`config.mk`:
```
export PLATFORM = sky130hd
export DESIGN_NAME = pbsram_ctl
export DESIGN_NICKNAME = d
export VERILOG_FILES = /design/src/rtl/pbsram_ctl.sv
export SDC_FILE = /design/constraint.sdc
export NUM_CORES = 1
export LEC_CHECK = 0
export ABC_AREA = 1
export BUFFER_PORTS_ARGS = -buffer_cell sky130_fd_sc_hd__buf_2
export CELL_PAD_IN_SITES_DETAIL_PLACEMENT = 1
export CELL_PAD_IN_SITES_GLOBAL_PLACEMENT = 1
export CORE_MARGIN = 10
export CORE_UTILIZATION = 56
export CTS_BUF_LIST = sky130_fd_sc_hd__clkbuf_8
export CTS_CLUSTER_SIZE = 12
export DETAILED_ROUTE_END_ITERATION = 7
export PLACE_DENSITY_LB_ADDON = 0.1
export SLEW_MARGIN = 5
export SYNTH_ARGS = -nofsm -noshare
export SYNTH_HDL_FRONTEND = slang
export SYNTH_SLANG_ARGS = --single-unit
```
`constraint.sdc`:
```
create_clock -name clk -period 4.9 [get_ports clk]
set_clock_uncertainty 0.15 [all_clocks]
set_input_delay 0.245 -clock clk [delete_from_list [all_inputs] [get_ports clk]]
set_output_delay 0.245 -clock clk [all_outputs]
set_load 0.05 [all_outputs]
```
`src/rtl/pbsram_ctl.sv`:
```
module pbsram_ctl #(
  parameter int DEPTH = 16,
  parameter int LANES = 4,
  localparam int AW = $clog2(DEPTH),
  localparam int DW = 8 * LANES
) (
  input  logic             clk,
  input  logic             rst_n,
  input  logic [AW-1:0]    addr,
  input  logic             proc_stb_n,
  input  logic             ctrl_stb_n,
  input  logic             adv_n,
  input  logic             cs1_n,
  input  logic             cs2,
  input  logic             cs3_n,
  input  logic             gw_n,
  input  logic             bwe_n,
  input  logic [LANES-1:0] bw_n,
  input  logic             oe_n,
  input  logic [DW-1:0]    din,
  input  logic [AW-1:0]    burst_addr,
  output logic [DW-1:0]    dout,
  output logic             dout_en,
  output logic [AW-1:0]    cur_addr
);

  logic [DW-1:0] mem [DEPTH];
  logic [DW-1:0] rd_q;
  logic [AW-1:0] aq;
  logic          act_q, pend_q, drv_q;

  wire sel     = !cs1_n && cs2 && !cs3_n;
  wire p_go    = !proc_stb_n && !cs1_n;
  wire start   = p_go || !ctrl_stb_n;
  wire new_acc = start && sel;
  wire desel   = start && !sel;
  wire cont    = !start && act_q;
  wire acc     = new_acc || cont;
  wire wr_req  = !gw_n || !bwe_n;
  wire wr_now  = (new_acc && !p_go && wr_req) || (cont && wr_req);
  wire [LANES-1:0] lane_we = gw_n ? ({LANES{!bwe_n}} & ~bw_n) : {LANES{1'b1}};
  wire [AW-1:0] acc_a = new_acc ? addr : (adv_n ? aq : burst_addr);

  always_ff @(posedge clk or negedge rst_n) begin
    if (!rst_n) begin
      act_q  <= 1'b0;
      pend_q <= 1'b0;
      drv_q  <= 1'b0;
      rd_q   <= '0;
      aq     <= '0;
    end else begin
      drv_q  <= pend_q && !desel && !wr_now;
      pend_q <= acc && !wr_now;
      if (pend_q) rd_q <= mem[aq];
      if (desel) act_q <= 1'b0;
      else if (new_acc) act_q <= 1'b1;
      if (acc) aq <= acc_a;
    end
  end

  always_ff @(posedge clk) begin
    for (int i = 0; i < LANES; i++)
      if (wr_now && lane_we[i]) mem[acc_a][8*i +: 8] <= din[8*i +: 8];
  end

  assign dout     = rd_q;
  assign dout_en  = drv_q && !oe_n && !wr_now;
  assign cur_addr = aq;

  AST_DESEL_HIZ:  assert property (@(posedge clk) disable iff (!rst_n) desel |=> !dout_en);
  AST_FIRST_HIZ:  assert property (@(posedge clk) disable iff (!rst_n) (new_acc && !act_q) |=> !dout_en);
  AST_WR_HIZ:     assert property (@(posedge clk) disable iff (!rst_n) wr_now |=> !dout_en);
  AST_PSTB_NOWR:  assert property (@(posedge clk) disable iff (!rst_n)
                    (new_acc && p_go) |=> mem[$past(addr)] === $past(mem[addr]));
  AST_LANE_KEEP:  assert property (@(posedge clk) disable iff (!rst_n)
                    (new_acc && !p_go && wr_req && gw_n && bw_n[0]) |=> mem[$past(addr)][7:0] === $past(mem[addr][7:0]));
  AST_HOLD_ADDR:  assert property (@(posedge clk) disable iff (!rst_n)
                    (cont && adv_n) |=> cur_addr == $past(cur_addr));

endmodule

```
After elaboration in Yosys (flattened, before gate mapping)
Memory sizes are Yosys's and may differ from the RTL's. A register that Yosys moved wholly into a read port is not among the register bits.
Index checks and enable logic that the tools add are counted.
- muxes and demuxes: 13
- bitwise operators: 2
- reduce and logical (&&, ||, !) cells: 36
- operators with widths (operator ; count):
    1-bit logical AND ; 18
    1-bit logical NOT ; 13
    4-bit 2-to-1 mux ; 3
    1-bit 2-to-1 mux ; 10
    4-bit AND ; 1
    1-bit logical OR ; 4
    4-bit inverter ; 1
    2-bit nonzero test ; 1
- flip-flop bits (word level): 7
- RAM bits: 512
- bits of input ports: 55
- output and inout bits: 37
- logic and storage cells: 56
- memories kept: 1
- memories (name ; depth ; bits a word ; rd ports ; clocked after memory_dff ; write ports ; RTL line ; text):
    mem ; 16 ; 32 ; 1 ; 1 ; 1 ; 27 ; logic [DW-1:0] mem [DEPTH];

Logic depth before layout (Yosys ltp)
Gate-level depths: netlist of run 1.
- depth after elaboration: 10
- mapped depth: 12

Worst setup path before layout of run 1
No wires, ideal clock.
- path kind: register to register
- from: reg aq[3] (netlist: cur_addr[3])
- to: mem mem[8][10] (netlist name), enable pin
- library setup time: 0.370 ns
- arrival: 1.939 ns
- slack: 2.441 ns
- stages on the path, launching flop included: 10
- buffers on the path: 1
- period minus slack after synthesis: 2.459 ns
- path through: dfrtp_1 > clkbuf_1 > nand2_1 > o21ai_0 > inv_1 > nand2_1 > o21ai_0 > nor2_1 > nand2_1 > nor2_1
- word-level cells in the longest chain between the ends: 2
- RTL lines (what ; RTL line ; text):
    start, declared ; 29 ; logic [AW-1:0] aq;
    start signal, assigned ; 50 ; aq <= '0;
    start signal, assigned ; 57 ; if (acc) aq <= acc_a;
    4-bit 2-to-1 mux (2 in a row) ; 42 ; wire [AW-1:0] acc_a = new_acc ? addr : (adv_n ? aq : burst_addr);
    end, declared ; 27 ;
Every way passes these cells.

Worst setup path in the final report of run 1
- from: reg aq[0] (netlist: cur_addr[0])
- to: mem mem[1][23] (netlist name), enable pin
The elaborated chain is that of the path after synthesis.

==> metrics.csv, run 1 <==
stage,metric,value,unit
run_status,outcome,completed,
logic_synthesis,synth_top_area_share,68.74,%
clock_network,clk_path_buf_depth,3,
clock_network,clockRootBuffer,clkbuf_8,
route,ant_nets,0,
logic_synthesis,synth_sequential_area_ratio,73.10,%
sta,worst_slack,1496,ps
floorplan,io_pins,92,
logic_synthesis,synthCells,1984,
floorplan,chipWidth,219.9,um
global_routing,gr-total-overflow,0,
power,leakagePower,9.738,nW
place,io_buffers,91,
power,pwr-share-clk,31.1,%
logic_synthesis,ys_ff_latch,551,
route,drt-total-wl,66090,um
power,p_comb_share,24.3,%
layout,fin_util,63.76,%
floorplan,fp.coreArea,0.03964,mm^2
global_routing,grt_pass1_wl,100600,um
sta,worstMarginPinSlew,1084,ps
floorplan,rows,73,
logic_synthesis,syn_avg_cell_area,11.27,um^2
sta,period_needed,3404,ps
power,p_int,7.992,mW
power,switching_share,35.00,%
setup_path,worst-path-max-fanout,74,
flow_run,maxCapViolCount,0,
sta,rsz0062_at_grt,false,
sta,fin_crit_sh,69.47,%
clock_network,numClockSinks,551,
global_routing,antenna_found_initial,0,
setup_path,path_class,reg2reg,
clock_network,cts_resized,0,
layout,final_net_count,2158,
power,power.net_switching,4.303,mW
layout,area_delta_synth_final,13.00,%
global_routing,grt_max_degree,188,
logic_synthesis,synthDistinctLibCells,21,
global_routing,grtUsageTotal,27.75,%
floorplan,die-area,0.04834,mm^2
logic_synthesis,yosysTopAreaCell,edfxtp_1,
logic_synthesis,syn-cell-area,0.02237,mm^2
logic_synthesis,netlist_top_cells_area,"edfxtp_1 69%, nand2_1 14%, nand3_1 8.7%",
floorplan,start_util,56.43,%
power,seqPwrFrac,44.6,%
clock_network,clk_pin_slew_worst_paths,70,ps
layout,fillCellCount,4178,
route,first_pass_iters,5,
route,post-route-drc-count,0,
route,via_count,15760,
sta,hold_viol_final,0,
clock_network,htree_levels,3,
route,wl_per_cell,24.42,um
layout,num_antenna_cells,0,
clock_network,ctsHoldBuffers,41,
sta,final.setup.tns,0,ps
logic_synthesis,synth_fp_nets,2039,
clock_network,clock_latency,680,ps
sta,slew_headroom,27.67,%
setup_path,worstSetupStartpointType,flip-flop,
worst_hold_path,hold_class,in2async,
place,pre_cts_slack,1623,ps
sta,setup_viol,0,
logic_synthesis,yosysWarnings,0,
sta,clock.fmax,293.8,MHz
clock_network,numCtsBuffers,91,
route,drtIter0Drc,1621,
sta,hold-worst-slack,80.25,ps
power,ir_drop,286.9,uV
floorplan,die_h,219.9,um
setup_path,cp.required,5030,ps
sta,final_max_slew_viol_count,0,
clock_network,post_cts_buffers,0,
setup_path,arrival,3530,ps
clock_network,cts_tree,done,
place,gp_congestion,0.8588,
setup_path,end_kind,flip-flop,
layout,drive_above_1_share,11.10,%
place,hpwlAfterDp,39780,um
power,power.density,486.4,mW/mm^2
global_routing,grt_pass1_vias,16890,
route,viasPerCell,5.824,
kinds of logic (layout without fill, tap and decap cells):
kind of cell | after synthesis | count (layout) | synth area share, %
and+or+nand+nor | 1280 | 1280 | 23.93
buffers and inverters | 134 | 331 | 2.478
AOI/OAI and AO/OA | 19 | 19 | 0.4923
DFF | 551 | 551 | 73.10
power by group through the flow:
stage               sequential (mW)  clock [mW]  combinational [mW]
global route                   5.51        4.10                3.27
floorplan                      5.88           0                1.62
CTS                            5.48        3.86                2.99
detailed placement             5.58           0                2.94
global placement               5.56           0                2.84
finish                         5.49        3.82                2.99
layout make-up:
type                            count  area, um^2  area share, %
Clock inverter                     69       334.1          1.322
Multi-Input combinational cell   1299        5463          21.61
Timing Repair Buffer              143       985.9          3.901
Clock buffer                      102        1404          5.554
Tap cell                          525       656.9          2.599
Sequential cell                   551       16360          64.73
Inverter                           17       71.32         0.2822
path summary, 6_finish.rpt:
| check | to | slack, ps | cells past startpoint | from |
|---|---|---|---|---|
| setup / recovery | mem[1][23] | 1500 | 8 | cur_addr[0] |
| hold / removal | dout[17] | 80 | 3 | rst_n |
| setup reg to reg | mem[1][23] | 1500 | 8 | cur_addr[0] |
| hold reg to reg | dout[5] | 320 | 2 | dout[5] |
| max in group asynchronous | cur_addr[1] | 3980 | 3 | rst_n |
| min in group clk | act_q | 80 | 5 | cs1_n |
flip-flops by register name (all words and copies together), names as in the netlist:
| signal | flops |
|---|---|
| act_q | 1 |
| cur_addr | 4 |
| dout | 32 |
| drv_q | 1 |
| mem | 512 |
| pend_q | 1 |
critical path, stage by stage (launching register included):
cell,delay [ps]
dfrtp_4,970
nand2_1,110
o21ai_0,140
inv_1,80
nand2_1,70
nand2_1,100
nor2_1,210
nand2_1,390
nor2_1,750
layer usage:
layer	track usage [%]	part of all wire [%]
met1	34.47	39
met2	47.09	50
met3	4.772	7.1
met4	12.23	3.8
met5	0	0
through the flow:
stage	area, um^2	cells	total power, mW
3_3_place_gp	23130	2494	8.404
2_1_floorplan	22370	1984	7.504
3_5_place_dp	23130	2494	8.517
6_report	25280	2706	12.29
5_1_grt	25280	2706	12.88
4_1_cts	25280	2706	12.33
synthesized netlist by cell type, drive strengths merged:
library cell	count
nor3	1
o21ai	18
buf	49
dfrtp	39
nand3	388
a21oi	1
nand2	812
clkbuf	68
nand3b	2
edfxtp	512
inv	17
nor2	77
cells in the final DEF, fill, tap and decap left out:
cell	count
nor2_1	75
nand3b_1	2
buf_2	91
o21ai_4	1
dfrtp_4	2
dfrtp_1	35
clkinvlp_4	5
nor2_2	1
nand2_1	807
clkbuf_8	102
nor2_4	1
inv_6	3
bufinv_16	1
nand2_2	1
a21oi_2	1
clkinv_2	12
clkinv_1	10
buf_4	8
inv_2	1
nand2_4	4
buf_12	3
dlygate4sd3_1	41
inv_4	1
clkinv_4	1
o21ai_0	17
dfrtp_2	2
edfxtp_1	512
nor3_4	1
inv_1	52
nand3_1	388
No activity file was read; power rests on OpenSTA's default activity.
==> inputs of run 2 (changes only) <==
--- a/config.mk
+++ b/config.mk
@@ -10,7 +10,7 @@
 export CELL_PAD_IN_SITES_DETAIL_PLACEMENT = 1
 export CELL_PAD_IN_SITES_GLOBAL_PLACEMENT = 1
 export CORE_MARGIN = 10
-export CORE_UTILIZATION = 56
+export CORE_UTILIZATION = 47
 export CTS_BUF_LIST = sky130_fd_sc_hd__clkbuf_8
 export CTS_CLUSTER_SIZE = 12
 export DETAILED_ROUTE_END_ITERATION = 7
==> constraint.sdc (replaced) <==
create_clock -name clk -period 3.1 [get_ports clk]
set_clock_uncertainty 0.15 [all_clocks]
set_input_delay 0.155 -clock clk [delete_from_list [all_inputs] [get_ports clk]]
set_output_delay 0.155 -clock clk [all_outputs]
set_load 0.05 [all_outputs]
==> run 2 against run 1 <==
Sequential share of layout area down 1.6 points. Largest power group unchanged. Total power is 59% higher. Highest routed layer is now met5. Hold slack got worse by 51 ps. Routed wire length rose by 0.14%.
==> metrics.csv, run 2 (synthesis gave the netlist of run 1 again) <==
stage,metric,value,unit,change
setup_path,arrival,2760,ps,was 3530 ps
flow_run,maxCapViolCount,0,,unchanged
power,power.density,754.1,mW/mm^2,was 486.4 mW/mm^2
global_routing,use_met1,29.74,%,was 34.47%
sta,final.setup.tns,0,ps,unchanged
setup_path,r2r-start,act_q,,was cur_addr[0]
setup_path,slowest_stage,o21ai_0,,was dfrtp_4
route,viasPerCell,5.527,,was 5.824
global_routing,grt_max_degree,259,,was 188
place,gp_congestion,0.8359,,was 0.8588
sta,final_max_slew_viol_count,0,,unchanged
sta,setup_viol,0,,unchanged
layout,area_delta_synth_final,15.80,%,was 13.00%
setup_path,end_kind,output pin,,was flip-flop
clock_network,clk_pin_slew_worst_paths,60,ps,was 70 ps
setup_path,startpoint,act_q,,was cur_addr[0]
setup_path,worstSetupStartpointType,flip-flop,,unchanged
layout,final_net_count,2225,,was 2158
power,leakagePower,10.06,nW,was 9.738 nW
global_routing,gr-usage-met2,38.51,%,was 47.09%
run_status,outcome,completed,,unchanged
layout,num_antenna_cells,0,,unchanged
route,drtIter0Drc,1422,,was 1621
layout,layout_commonest_cell,nand2_1,,unchanged
global_routing,grt_pass1_vias,16780,,was 16890
clock_network,numCtsBuffers,91,,unchanged
setup_path,critPathMostFrequentCell,o21ai_0,,was nand2_1
place,pre_cts_slack,239.1,ps,was 1623 ps
power,ir_drop,510.3,uV,was 286.9 uV
global_routing,antenna_found_initial,2,,was 0
route,drt-total-wl,66180,um,was 66090 um
global_routing,grtUsageTotal,23.27,%,was 27.75%
layout,design_area,0.02590,mm^2,was 0.02528 mm^2
floorplan,fp.coreArea,0.04675,mm^2,was 0.03964 mm^2
clock_network,clockRootBuffer,clkbuf_8,,unchanged
route,via_count,15740,,was 15760
sta,worstMarginPinSlew,1199,ps,was 1084 ps
route,post-route-drc-count,0,,unchanged
clock_network,clk_path_buf_depth,3,,unchanged
global_routing,use_met3,4.772,%,about the same
layout,drive_above_1_share,13.34,%,was 11.10%
global_routing,grt_pass1_wl,100100,um,was 100600 um
floorplan,die_h,238.2,um,was 219.9 um
layout,final_cell_mix,"807 x nand2_1, 512 x edfxtp_1, 388 x nand3_1, 100 x clkbuf_8, 91 x buf_2",,"was 807 x nand2_1, 512 x edfxtp_1, 388 x nand3_1, 102 x clkbuf_8, 91 x buf_2"
sta,slew_headroom,20.09,%,was 27.67%
sta,period_needed,3068,ps,
place,hpwlAfterDp,40200,um,was 39780 um
setup_path,max_stage_delay,720,ps,was 970 ps
floorplan,die-area,0.05672,mm^2,was 0.04834 mm^2
global_routing,gr-total-overflow,0,,unchanged
layout,fillCellCount,4959,,was 4178
sta,rsz0062_at_grt,false,,unchanged
place,io_buffers,91,,unchanged
sta,worst_slack,32.33,ps,was 1496 ps
setup_path,path_class,reg2out,,was reg2reg
layout,regArea,0.01636,mm^2,unchanged
power,p_total,19.53,mW,was 12.29 mW
layout,top_register,mem,,unchanged
layout,largest_reg_flops,512,,unchanged
floorplan,start_util,47.84,%,was 56.43%
setup_path,worst-path-max-fanout,2,,was 74
layout,multiInputGateArea,0.005463,mm^2,unchanged
global_routing,top_usage_layer,met2,,unchanged
floorplan,chipWidth,238.2,um,was 219.9 um
sta,fin_crit_sh,98.96,%,
clock_network,numClockSinks,551,,unchanged
clock_network,cts_tree,done,,unchanged
route,ant_nets,0,,unchanged
setup_path,crit_chain,inv_1 -> nor2_2 -> o21ai_0 -> o21ai_0 -> nor2_1 -> buf_2,,was nand2_1 -> o21ai_0 -> inv_1 -> nand2_1 -> nand2_1 -> nor2_1 -> nand2_1 -> nor2_1
route,first_pass_iters,5,,unchanged
sta,clock.fmax,326.0,MHz,
floorplan,io_pins,92,,unchanged
floorplan,rows,79,,was 73
place,placed_area,0.02375,mm^2,was 0.02313 mm^2
worst_hold_path,hold_class,in2async,,unchanged
route,wl_per_cell,23.24,um,was 24.42 um
setup_path,cp.required,2790,ps,was 5030 ps
sta,hold_viol_final,0,,unchanged
clock_network,htree_levels,3,,unchanged
clock_network,clock_latency,670,ps,was 680 ps
run 2: per-layer routing:
| metal | vias to the layer above | routed length, um |
|---|---|---|
| met5 | - | 27 |
| met3 | 141 | 3860 |
| met4 | 4 | 2092 |
| met2 | 431 | 32300 |
| li1 | 7205 | - |
| met1 | 7960 | 27900 |
run 2: where the power goes:
part	switching [mW]	internal [mW]	leakage [nW]
clock network	2.89	3.20	0.996
registers	0.122	8.35	5.09
logic	3.71	1.26	3.97
run 2: stage by stage:
stage	hold WS, ps	instances	utilization [%]
detailed placement	224.0	2640	50.79
global route	56.00	2848	55.40
floorplan	-290.6	1984	-
global placement	203.0	2640	50.79
CTS	9.657	2848	55.40
finish	28.82	2848	55.40
run 2: final timing paths:
path | endpoint | slack, ps | cells past startpoint
worst max-delay path | dout_en | 30 | 6
worst min-delay path | dout[17] | 30 | 2
worst max register to register | mem[11][27] | 300 | 6
worst min register to register | dout[18] | 320 | 2
max in group asynchronous | dout[27] | 1970 | 3
min in group clk | pend_q | 60 | 5
run 2: area by class of cell:
cell class	instances	area share (%)
Multi-Input combinational cell	1299	21.09
Inverter	17	0.2753
Clock inverter	64	1.304
Sequential cell	551	63.16
Timing Repair Buffer	210	5.922
Clock buffer	100	5.314
Tap cell	607	2.932
run 2: timing repair:
action                                  4_1_cts  5_1_grt
setup buffers                                 0        0
hold buffers                                 44        0
hold endpoints to repair                    547        0
gates resized for setup                       0        0
endpoints found under the setup margin        0        0
run 2: critical path: cells and delay by family, from the launching register on:
kind | cells | cell delay (ps)
compound gates | 2 | 1120
flops | 1 | 370
simple gates | 2 | 250
buf+inv | 2 | 360
